[src/rtl/txq_pkg.sv]
package txq_pkg;
  localparam int BYTE_W     = 8;
  localparam int REG_W      = 16;
  localparam int FLAG_W     = 4;
  localparam int FLAG_BELOW = 2;
  localparam int FLAG_FULL  = 3;

  typedef logic [BYTE_W-1:0] byte_t;
endpackage

[src/rtl/txq_store.sv]
module txq_store #(
  parameter int DEPTH = 8,
  parameter int DW    = 8,
  localparam int AW   = $clog2(DEPTH)
) (
  input  logic          clk,
  input  logic          rst_n,
  input  logic          push_ok,
  input  logic          pop_ok,
  input  logic [DW-1:0] wdata,
  output logic [DW-1:0] head
);
  logic [DW-1:0] mem [DEPTH];
  logic [AW-1:0] wp_q, wp_d, rp_q, rp_d;

  always_comb begin
    wp_d = wp_q;
    rp_d = rp_q;
    if (push_ok) wp_d = wp_q + AW'(1);
    if (pop_ok)  rp_d = rp_q + AW'(1);
  end

  always_ff @(posedge clk or negedge rst_n) begin
    if (!rst_n) begin
      wp_q <= '0;
      rp_q <= '0;
    end else begin
      wp_q <= wp_d;
      rp_q <= rp_d;
    end
  end

  // Storage has no reset; only written slots are ever read out.
  always_ff @(posedge clk) begin
    if (push_ok) mem[wp_q] <= wdata;
  end

  assign head = mem[rp_q];
endmodule

[src/rtl/txq_level.sv]
module txq_level #(
  parameter int DEPTH = 8,
  localparam int CW   = $clog2(DEPTH) + 1
) (
  input  logic          clk,
  input  logic          rst_n,
  input  logic          push_req,
  input  logic          pop_req,
  output logic          push_ok,
  output logic          pop_ok,
  output logic [CW-1:0] fill,
  output logic          full,
  output logic          empty,
  output logic          overflow
);
  logic [CW-1:0] cnt_q, cnt_d;
  logic          ovf_q, ovf_d;

  assign full    = (cnt_q == CW'(DEPTH));
  assign empty   = (cnt_q == '0);
  assign push_ok = push_req & ~full;
  assign pop_ok  = pop_req & ~empty;

  always_comb begin
    cnt_d = cnt_q;
    unique case ({push_ok, pop_ok})
      2'b10:   cnt_d = cnt_q + CW'(1);
      2'b01:   cnt_d = cnt_q - CW'(1);
      default: cnt_d = cnt_q;
    endcase
    ovf_d = push_req & full;
  end

  always_ff @(posedge clk or negedge rst_n) begin
    if (!rst_n) begin
      cnt_q <= '0;
      ovf_q <= 1'b0;
    end else begin
      cnt_q <= cnt_d;
      ovf_q <= ovf_d;
    end
  end

  assign fill     = cnt_q;
  assign overflow = ovf_q;
endmodule

[src/rtl/txq_wmark.sv]
module txq_wmark #(
  parameter int DEPTH = 8,
  localparam int AW   = $clog2(DEPTH),
  localparam int CW   = AW + 1
) (
  input  logic          clk,
  input  logic          rst_n,
  input  logic          wr,
  input  logic [AW-1:0] wdata,
  input  logic [CW-1:0] fill,
  output logic [AW-1:0] level,
  output logic          below
);
  logic [AW-1:0] wm_q, wm_d;

  always_comb begin
    wm_d = wm_q;
    if (wr) wm_d = wdata;
  end

  always_ff @(posedge clk or negedge rst_n) begin
    if (!rst_n) wm_q <= AW'(1);
    else        wm_q <= wm_d;
  end

  assign level = wm_q;
  assign below = (fill < {1'b0, wm_q});
endmodule

[src/rtl/txq_wm_fifo.sv]
module txq_wm_fifo
  import txq_pkg::*;
#(
  parameter int DEPTH = 8
) (
  input  logic              clk,
  input  logic              rst_n,
  input  logic              wr_en,
  input  logic [BYTE_W-1:0] wr_data,
  input  logic              pop,
  output logic [BYTE_W-1:0] pop_data,
  input  logic              wm_wr,
  input  logic [REG_W-1:0]  wm_wdata,
  output logic [REG_W-1:0]  wm_rdata,
  output logic              full,
  output logic              empty,
  output logic              below_wm,
  output logic              overflow,
  output logic [FLAG_W-1:0] irq_flags
);
  localparam int AW = $clog2(DEPTH);
  localparam int CW = AW + 1;

  // Reset: asserted asynchronously, released on the clock.
  logic rst_s1, rst_q;
  always_ff @(posedge clk or negedge rst_n) begin
    if (!rst_n) begin
      rst_s1 <= 1'b0;
      rst_q  <= 1'b0;
    end else begin
      rst_s1 <= 1'b1;
      rst_q  <= rst_s1;
    end
  end

  logic          push_ok, pop_ok;
  logic [CW-1:0] fill_cnt;
  logic [AW-1:0] wm_level;
  byte_t         head;
  logic          unused_wm_hi;

  assign unused_wm_hi = ^wm_wdata[REG_W-1:AW];

  txq_level #(.DEPTH(DEPTH)) i_level (
    .clk(clk), .rst_n(rst_q), .push_req(wr_en), .pop_req(pop),
    .push_ok(push_ok), .pop_ok(pop_ok), .fill(fill_cnt),
    .full(full), .empty(empty), .overflow(overflow)
  );

  txq_store #(.DEPTH(DEPTH), .DW(BYTE_W)) i_store (
    .clk(clk), .rst_n(rst_q), .push_ok(push_ok), .pop_ok(pop_ok),
    .wdata(wr_data), .head(head)
  );

  txq_wmark #(.DEPTH(DEPTH)) i_wmark (
    .clk(clk), .rst_n(rst_q), .wr(wm_wr), .wdata(wm_wdata[AW-1:0]),
    .fill(fill_cnt), .level(wm_level), .below(below_wm)
  );

  assign pop_data = empty ? '0 : head;
  assign wm_rdata = {{(REG_W-AW){1'b0}}, wm_level};

  always_comb begin
    irq_flags             = '0;
    irq_flags[FLAG_BELOW] = below_wm;
    irq_flags[FLAG_FULL]  = full;
  end
endmodule

[config.mk]
export PLATFORM = sky130hd
export DESIGN_NAME = txq_wm_fifo
export DESIGN_NICKNAME = d
export VERILOG_FILES = /design/src/rtl/txq_pkg.sv /design/src/rtl/txq_store.sv /design/src/rtl/txq_level.sv /design/src/rtl/txq_wmark.sv /design/src/rtl/txq_wm_fifo.sv
export SDC_FILE = /design/constraint.sdc
export NUM_CORES = 1
export LEC_CHECK = 0
export CAP_MARGIN = 15
export CORE_MARGIN = 2
export CORE_UTILIZATION = 49
export CTS_BUF_LIST = sky130_fd_sc_hd__clkbuf_2
export DETAILED_ROUTE_END_ITERATION = 8
export HOLD_SLACK_MARGIN = 0.02
export PLACE_DENSITY = 0.75
export SLEW_MARGIN = 20
export SYNTH_ARGS = -nofsm -noshare
export SYNTH_HDL_FRONTEND = slang
export SYNTH_SLANG_ARGS = --single-unit
[constraint.sdc]
create_clock -name clk -period 1.5 [get_ports clk]
set_clock_uncertainty 0.05 [all_clocks]
set_input_delay 0.15 -clock clk [delete_from_list [all_inputs] [get_ports clk]]
set_output_delay 0.15 -clock clk [all_outputs]
set_load 0.05 [all_outputs]
Word-level counts from Yosys, hierarchy flattened
Memories as Yosys holds them, arrays and structs flattened.
Index checks and enable logic that the tools add are counted.
{"block": "op_classes", "n_addsub": 4, "n_mul": 0, "div": 0, "magnitude_cmp": 1, "eq_ne": 3, "shift": 0, "mux": 4, "bitwise_logic": 5, "n_reduce_logical": 2}
{"op": "two-way mux 8 bit", "count": 1}
{"op": "case mux 4 bit (2 select lines)", "count": 1}
{"op": "adder 3 x 1 -> 3 bit, second input constant", "count": 2}
{"op": "adder 4 x 1 -> 4 bit, second input constant", "count": 1}
{"op": "== test 4 bit, second input constant", "count": 1}
{"op": "zero test 4 bit", "count": 1}
{"op": "< comparator 4 x 3 -> 1 bit", "count": 1}
{"op": "subtractor 4 x 1 -> 4 bit, second input constant", "count": 1}
{"op": "bitwise AND 1 bit", "count": 3}
{"op": "== test 2 x 1 -> 1 bit, second input constant", "count": 1}
{"op": "== test 2 bit, second input constant", "count": 1}
{"op": "two-way mux 1 bit", "count": 2}
{"op": "inverter 1 bit", "count": 2}
{"op": "nonzero test 2 bit", "count": 1}
{"block": "word_totals", "ff_bits": 16, "latchBits": 0, "ramBits": 64, "romBits": 0, "in_bits": 29, "out_inout_bits": 32, "wordCells": 27, "memories": 1}
{"name": "i_store.mem", "depth": 8, "width": 8, "rd": 1, "rd_ports_with_merged_regs": 0, "wr": 1, "line_no": "txq_store.sv:13", "source": "logic [DW-1:0] mem [DEPTH];"}

Longest topological paths before layout
Gate-level depths: netlist of run 1.
{"block": "logic_depth", "word_depth": 5, "mapped_depth": 10}

Cells and area by module
Synthesis of run 1 repeated with hierarchy kept, for this count alone.
{"block": "hier_totals", "cells_unflattened": 205, "area_unflattened_um2": 3547.2}
{"module": "txq_store", "n_inst": 1, "cells_each": 122, "area_per_inst_um2": 2775.2}
{"module": "txq_level", "n_inst": 1, "cells_each": 39, "area_per_inst_um2": 377.9}
{"module": "txq_wm_fifo", "n_inst": 1, "cells_each": 29, "area_per_inst_um2": 235.2}
{"module": "txq_wmark", "n_inst": 1, "cells_each": 15, "area_per_inst_um2": 158.9}

Worst setup path before layout of run 1
OpenSTA, ideal clock, no wires.
{"block": "synth_path", "kind": "register to output", "start": "register i_wmark.wm_q[1] (netlist: i_wmark.level[1])", "end": "output port irq_flags[2]", "arrival_time_ns": 2.810, "required_time_ns": 1.300, "slack_ns": -1.510, "stages_incl_launch_ff": 6, "path_cell_list": "dfrtp_1 inv_1 ha_1 a21o_1 a211oi_1 buf_4"}
{"block": "synth_via", "elab_chain_len": 1}
{"element": "start: declaration", "line_no": "txq_wmark.sv:14", "source": "logic [AW-1:0] wm_q, wm_d;"}
{"element": "start signal: assignment", "line_no": "txq_wmark.sv:23", "source": "else wm_q <= wm_d;"}
{"element": "< comparator 4 x 3 -> 1 bit", "line_no": "txq_wmark.sv:27", "source": "assign below = (fill < {1'b0, wm_q});"}
{"element": "end: declaration", "line_no": "txq_wm_fifo.sv:19", "source": "output logic [FLAG_W-1:0] irq_flags"}
No other way between the ends.

Worst setup path in the final report of run 1
{"block": "layout_path", "start": "register i_level.cnt_q[0] (netlist: i_level.fill[0])", "end": "output port pop_data[7]"}
{"block": "layout_via", "elab_chain_len": 2}
{"element": "start: declaration", "line_no": "txq_level.sv:16", "source": "logic [CW-1:0] cnt_q, cnt_d;"}
{"element": "start signal: assignment", "line_no": "txq_level.sv:39", "source": "cnt_q <= cnt_d;"}
{"element": "zero test 4 bit", "line_no": "txq_level.sv:20", "source": "assign empty = (cnt_q == '0);"}
{"element": "two-way mux 8 bit", "line_no": "txq_wm_fifo.sv:60", "source": "assign pop_data = empty ? '0 : head;"}
{"element": "end: declaration", "line_no": "txq_wm_fifo.sv:11", "source": "output logic [BYTE_W-1:0] pop_data,"}
No other way between the ends.

==> results.txt, run 1 <==
DR vias = 1905
Share of Yosys cell area claimed by the top area cell type = 56.3%
Unrepaired setup endpoints after global routing = yes
Hold Path Cell Cnt = 3
H-tree depth = 3
Core region area = 6760 sq um
Initial cell density of the core = 50.5%
CP Class = register to primary output
Clock transition at path regs = 210 ps
Critical Path Sink Type = primary output
Die area = 7650 sq um
Row count = 30
Violated checks = negative setup slack
Max Slew Vio Count = 0
Clock Path Buffers = 2
Wirelength, routed = 6.44 mm
I/O pin cnt = 61
Worst slack, placed = -687 ps
Finish-stage setup viols = 87
CTS Root Cell = clkbuf_2
1st-iter DRT viols = 126
Die Y = 87.4 um
P&R area growth vs syn = 32.5%
CTS Buf Count = 9
Least-Margin Pin Slew = 629 ps
Port-buffer cells = 32
GRT overflow = 0
Leak = 1.68 nW
Final critical-path share of the clock period = 159%
Layout cells sized above 1 = 46.2%
Mapped Cells = 196
CTS tree = done
Fin worst setup slack = -888 ps
Synth Flop Type = edfxtp_1
Setup crit start kind = register
Setup TNS = -36950 ps
CP arrival = 2190 ps
Worst Path Required = 1300 ps
Post-synth top area cell = edfxtp_1
Finished Cell Area = 4520 sq um
Final nets = 304
Power, Total = 0.00932 W
Most frequent cell after synthesis = edfxtp_1
Post-synth EDFFs = 64
Antenna viol nets, final = 0
Top cells by count, synth = 64 x edfxtp_1, 19 x buf_4, 16 x mux4_2, 15 x dfrtp_1
R2R depth = 10
Max_cap viols = 0
Async S/R FF share, synth = 20.0%
Sequential area share after synthesis = 68.1%
Synth unique cells = 39
DP HPWL = 4.28 mm
Mapped cell area = 3410 sq um
Critical-path maximum fanout = 8
Status = complete, but fails checks
Largest net degree at the start of global routing = 15
N_diodes = 0
Mapped Avg Cell Area = 17.4 sq um
DRT Pass-1 Iters = 4
Initial antenna violation count = 0
DRC viols = 0
Synth area leaders = edfxtp_1 56%, dfrtp_1 11%, mux4_2 11%
Peak Freq = 419 MHz
Warnings from Yosys = 0
GPL Wtd Cong = 0.771
Final hold viol count = 0
Drt wl/cell = 18.3 um
Final min period = 2390 ps
Global-route wire length before repair = 10.2 mm
Peak VDD IR = 1.04 mV
Drt via density = 5.40
P per Cell Area = 2060 nW/um^2
Max-slew headroom = 58.1%
Seq cells post-synth = 80
Placed Area = 4220 sq um
Vias in the first global route = 1985
Hold Crit Class = input port to register
Clock Sinks = 80
Fill count = 459
Later-pin clock latency in the skew report = 490 ps
GRT Overall Usage = 18.7%
Die width = 87.4 um
==> critical path, cell delays in order (launching register included) <==
cell	delay, ps
dfrtp_1	440
or4_4	540
buf_6	140
and2_4	170
a22o_1	240
buf_6	160
==> report_power, final <==
group | switching (W) | leakage (nW) | internal [W] | total [W]
combinational | 0.00267 | 0.839 | 0.00247 | 0.00514
clock | 0.000737 | 0.0741 | 0.000390 | 0.00113
sequential | 0.000227 | 0.768 | 0.00282 | 0.00305
total | 0.00364 | 1.68 | 0.00568 | 0.00932
==> worst paths after layout <==
check / from / slack (ps) / to
max: i_level.fill[0]$_DFFE_PN0P_ / -890 / pop_data[7]
min: wm_wdata[1] / 140 / i_wmark.level[1]$_DFFE_PN0P_
max reg2reg: i_level.fill[0]$_DFFE_PN0P_ / -850 / i_level.fill[2]$_DFFE_PN0P_
min reg2reg: rst_q$_DFF_PN0_ / 220 / i_level.overflow$_DFF_PN0_
max in group asynchronous: rst_q$_DFF_PN0_ / 720 / i_wmark.level[1]$_DFFE_PN0P_
min in group asynchronous: rst_q$_DFF_PN0_ / 220 / i_level.overflow$_DFF_PN0_
==> kinds of logic after synthesis <==
group / count (synthesis) / synth area share, %
other cells: 2 / 0.220
buf+inv: 30 / 5.68
flops: 80 / 68.1
mux: 21 / 12.2
compound gates: 19 / 4.36
fa+ha+maj: 7 / 2.57
xor+xnor: 7 / 1.80
simple gates: 30 / 5.10
==> sequential cells by signal, indices dropped and copies added (netlist names) <==
| register | count |
|---|---|
| i_wmark.level | 3 |
| i_level.overflow | 1 |
| rst_s1 | 1 |
| i_level.fill | 4 |
| i_store.wp_q | 3 |
| i_store.rp_q | 3 |
| i_store.mem | 64 |
| rst_q | 1 |
==> per-layer routing <==
layer  wire length, um  global-route usage, %  up-vias
met3               191                   3.70        7
met5                 0                      0        -
met1              2800                   24.0      993
met2              3370                   31.7       38
li1                  -                      -      867
met4                79                   6.71        0
==> stage by stage <==
| stage | std cells | utilization, % | hold WS, ps |
|---|---|---|---|
| after floorplan | 210 | - | -196 |
| after global placement | 329 | 62.5 | 215 |
| after detailed placement | 329 | 62.5 | 235 |
| after CTS | 353 | 66.6 | 118 |
| after global routing | 353 | 66.9 | 126 |
| final | 353 | 66.9 | 144 |
==> timing repair <==
item,CTS,global route
hold buffers,1,0
resized for setup,26,11
hold endpoints to repair,2,0
pin swaps,10,13
endpoints found under the setup margin,88,89
buffers inserted,8,4
==> layout by cell type (no fill, tap or decap), types with 3 or more instances in the layout <==
master           count
nor2_4               4
edfxtp_1            64
ha_1                 3
clkbuf_2             9
a22o_1               7
ha_4                 3
dfrtp_1             13
buf_4               28
nor3_4               4
mux2_2               3
clkdlybuf4s50_1     15
buf_12              11
buf_6               15
xnor2_1              5
nand2b_1             3
mux4_2              16
conb_1              16
nand2_1              3
==> cell type report <==
cell class                 instances  area, sq um  share of cell area (%)
clock buffer                       9         45.0                   0.996
clock inverter                     7         70.1                    1.55
inverter                           6         28.8                   0.637
multi-input combinational        100         1180                    26.0
sequential                        80         2330                    51.5
tap                               80          100                    2.21
timing repair buffer              71          774                    17.1
Power figures use the tool's default switching activity.
==> inputs of run 2 (changes only) <==
--- a/config.mk
+++ b/config.mk
@@ -6,12 +6,12 @@
 export NUM_CORES = 1
 export LEC_CHECK = 0
 export CAP_MARGIN = 15
-export CORE_MARGIN = 2
-export CORE_UTILIZATION = 49
+export CORE_MARGIN = 5
+export CORE_UTILIZATION = 54
 export CTS_BUF_LIST = sky130_fd_sc_hd__clkbuf_2
 export DETAILED_ROUTE_END_ITERATION = 8
 export HOLD_SLACK_MARGIN = 0.02
-export PLACE_DENSITY = 0.75
+export PLACE_DENSITY = 0.79
 export SLEW_MARGIN = 20
 export SYNTH_ARGS = -nofsm -noshare
 export SYNTH_HDL_FRONTEND = slang
==> constraint.sdc (replaced) <==
create_clock -name clk -period 2.7 [get_ports clk]
set_clock_uncertainty 0.05 [all_clocks]
set_input_delay 0.27 -clock clk [delete_from_list [all_inputs] [get_ports clk]]
set_output_delay 0.27 -clock clk [all_outputs]
set_load 0.05 [all_outputs]
==> run 2 against run 1 <==
Against the previous run: the flow now finishes without violations; non-clock buffer count decreased by 24; via count decreased by 7.3%; critical path depth up 1; global-route usage decreased by 2.4 points; power fell by 52%; cell count shrank 7.6%; worst hold slack improved by 59 ps; clock power decreased by 36%; worst setup slack gained 990 ps; flip-flop and latch count unchanged; core utilization is 3.7 points lower; critical path type unchanged; largest power group unchanged.
==> results.txt, run 2 (synthesized netlist as in run 1, its figures left out) <==
CTS Buf Count = 9
Placed Area = 3780 sq um
CTS Root Cell = clkbuf_2
Leak = 1.48 nW
N_diodes = 0
Antenna viol nets, final = 0
Vias in the first global route = 1680
DRC viols = 0
GRT Overall Usage = 16.3%
1st-iter DRT viols = 68
Die Y = 89.5 um
Max reg flops = 64
Fill count = 443
H-tree depth = 3
DR vias = 1765
Peak Freq = 386 MHz
Max Slew Vio Count = 0
Most frequent cells in the layout = 64 x edfxtp_1, 21 x buf_4, 19 x clkdlybuf4s50_1
DRT Pass-1 Iters = 4
Clock Sinks = 80
GRT overflow = 0
CP arrival = 2270 ps
Port-buffer cells = 32
Hold Crit Class = register to async pin
Row count = 29
P per Cell Area = 1130 nW/um^2
Die width = 89.5 um
Most common cell after layout, fill and taps aside = edfxtp_1
Critical-path maximum fanout = 8
Final min period = 2590 ps
Critical-path cell list = or4_4 > inv_2 > nor2_1 > buf_4 > a22o_2 > buf_6
Worst path top cell family by delay = simple AND/OR/NAND/NOR gates
Layout cells sized above 1 = 28.9%
Core region area = 6240 sq um
Later-pin clock latency in the skew report = 500 ps
Final hold viol count = 0
P&R area growth vs syn = 15.6%
Setup crit start kind = register
Critical Path Sink Type = primary output
CTS tree = done
Finish-stage setup viols = 0
Max_cap viols = 0
Finished Cell Area = 3950 sq um
Initial cell density of the core = 54.7%
Status = finished, final reports clean
Top reg by flops = i_store.mem
Least-Margin Pin Slew = 587 ps
Largest net degree at the start of global routing = 19
Global-route wire length before repair = 9.20 mm
Die area = 8010 sq um
CP Class = register to primary output
Layout Utilization = 63.2%
DP HPWL = 3.81 mm
Clock transition at path regs = 210 ps
Delay of the slowest cell on the worst path = 550 ps
Max-slew headroom = 60.8%
GPL Wtd Cong = 0.759
Wirelength, routed = 5.86 mm
Final nets = 280
Clock Path Buffers = 2
Peak VDD IR = 0.622 mV
Final critical-path share of the clock period = 96.1%
Initial antenna violation count = 0
Slowest CP cell = or4_4
Worst Path Required = 2380 ps
Drt wl/cell = 18.0 um
Unrepaired setup endpoints after global routing = yes
I/O pin cnt = 61
Drt via density = 5.41
Worst Path Buf+Inv = 3
## run 2: cell types whose count changed in the layout (fill, tap and decap cells not counted), sizes merged
cell and change:
buf -33, bufinv +1, clkbuf +2, clkdlybuf4s50 +4, clkinv -1, clkinvlp -1
dlygate4sd2 +3, inv +1
## run 2: path summary, 6_finish.rpt
| path | startpoint | end | slack, ps | cells after the start |
|---|---|---|---|---|
| min reg2reg | rst_q$_DFF_PN0_ | i_level.fill[1]$_DFFE_PN0P_ | 200 | 0 |
| min | rst_q$_DFF_PN0_ | i_level.fill[1]$_DFFE_PN0P_ | 200 | 0 |
| max in group asynchronous | rst_q$_DFF_PN0_ | i_store.rp_q[1]$_DFFE_PN0P_ | 1980 | 0 |
| min in group clk | wm_wdata[2] | i_wmark.level[2]$_DFFE_PN0P_ | 280 | 3 |
| max reg2reg | i_level.fill[2]$_DFFE_PN0P_ | i_level.fill[2]$_DFFE_PN0P_ | 210 | 9 |
| max | i_level.fill[2]$_DFFE_PN0P_ | pop_data[6] | 110 | 6 |
## run 2: routing by layer
layer | up-vias | share of wire (%) | track usage (%) | routed length [um]
met1 | 888 | 46 | 22.8 | 2670
met3 | 7 | 4.5 | 3.13 | 263
li1 | 820 | - | - | -
met4 | 0 | 1.3 | 7.31 | 77
met5 | - | 0 | 0 | 0
met2 | 50 | 49 | 24.9 | 2850
## run 2: worst reg2reg max path: cells and delay by family, from the launching register on
kind            cells  cell delay [ps]
buf+inv             1               80
simple gates        2              700
xor+xnor            2              300
compound gates      1              150
fa+ha+maj           2              420
mux                 1              240
flops               1              500
## run 2: cell type report
class	count	area, sq um	share of cell area (%)
inverters	6	22.5	0.571
well taps	77	96.3	2.44
clock buffers	9	45.0	1.14
multi-input cells	100	955	24.2
clock inverters	7	93.8	2.38
flip-flops and latches	80	2330	59.0
repair buffers	47	405	10.3
## run 2: timing repair
item / CTS / global route
resized for setup: 6 / 9
pin swaps: 0 / 0
setup buffers: 0 / 2
hold buffers: 1 / 0
setup endpoints to repair: 6 / 11
endpoints found under the hold margin: 2 / 0
## run 2: stage by stage
step	hold slack, ps	total power (W)	setup TNS [ps]	worst slack, ps	instances
after floorplan	-75.6	0.00327	0	116	210
after global placement	210	0.00374	0	164	307
after detailed placement	222	0.00378	0	146	307
after CTS	222	0.00447	0	2.57	324
after global routing	254	0.00471	-3.25	-3.25	326
final	203	0.00446	0	106	326
## run 2: where the power goes
group / switching, W / leakage (nW) / internal [W]
sequential: 0.000200 / 0.767 / 0.00157
combinational: 0.00115 / 0.627 / 0.000826
clock: 0.000413 / 0.0820 / 0.000309
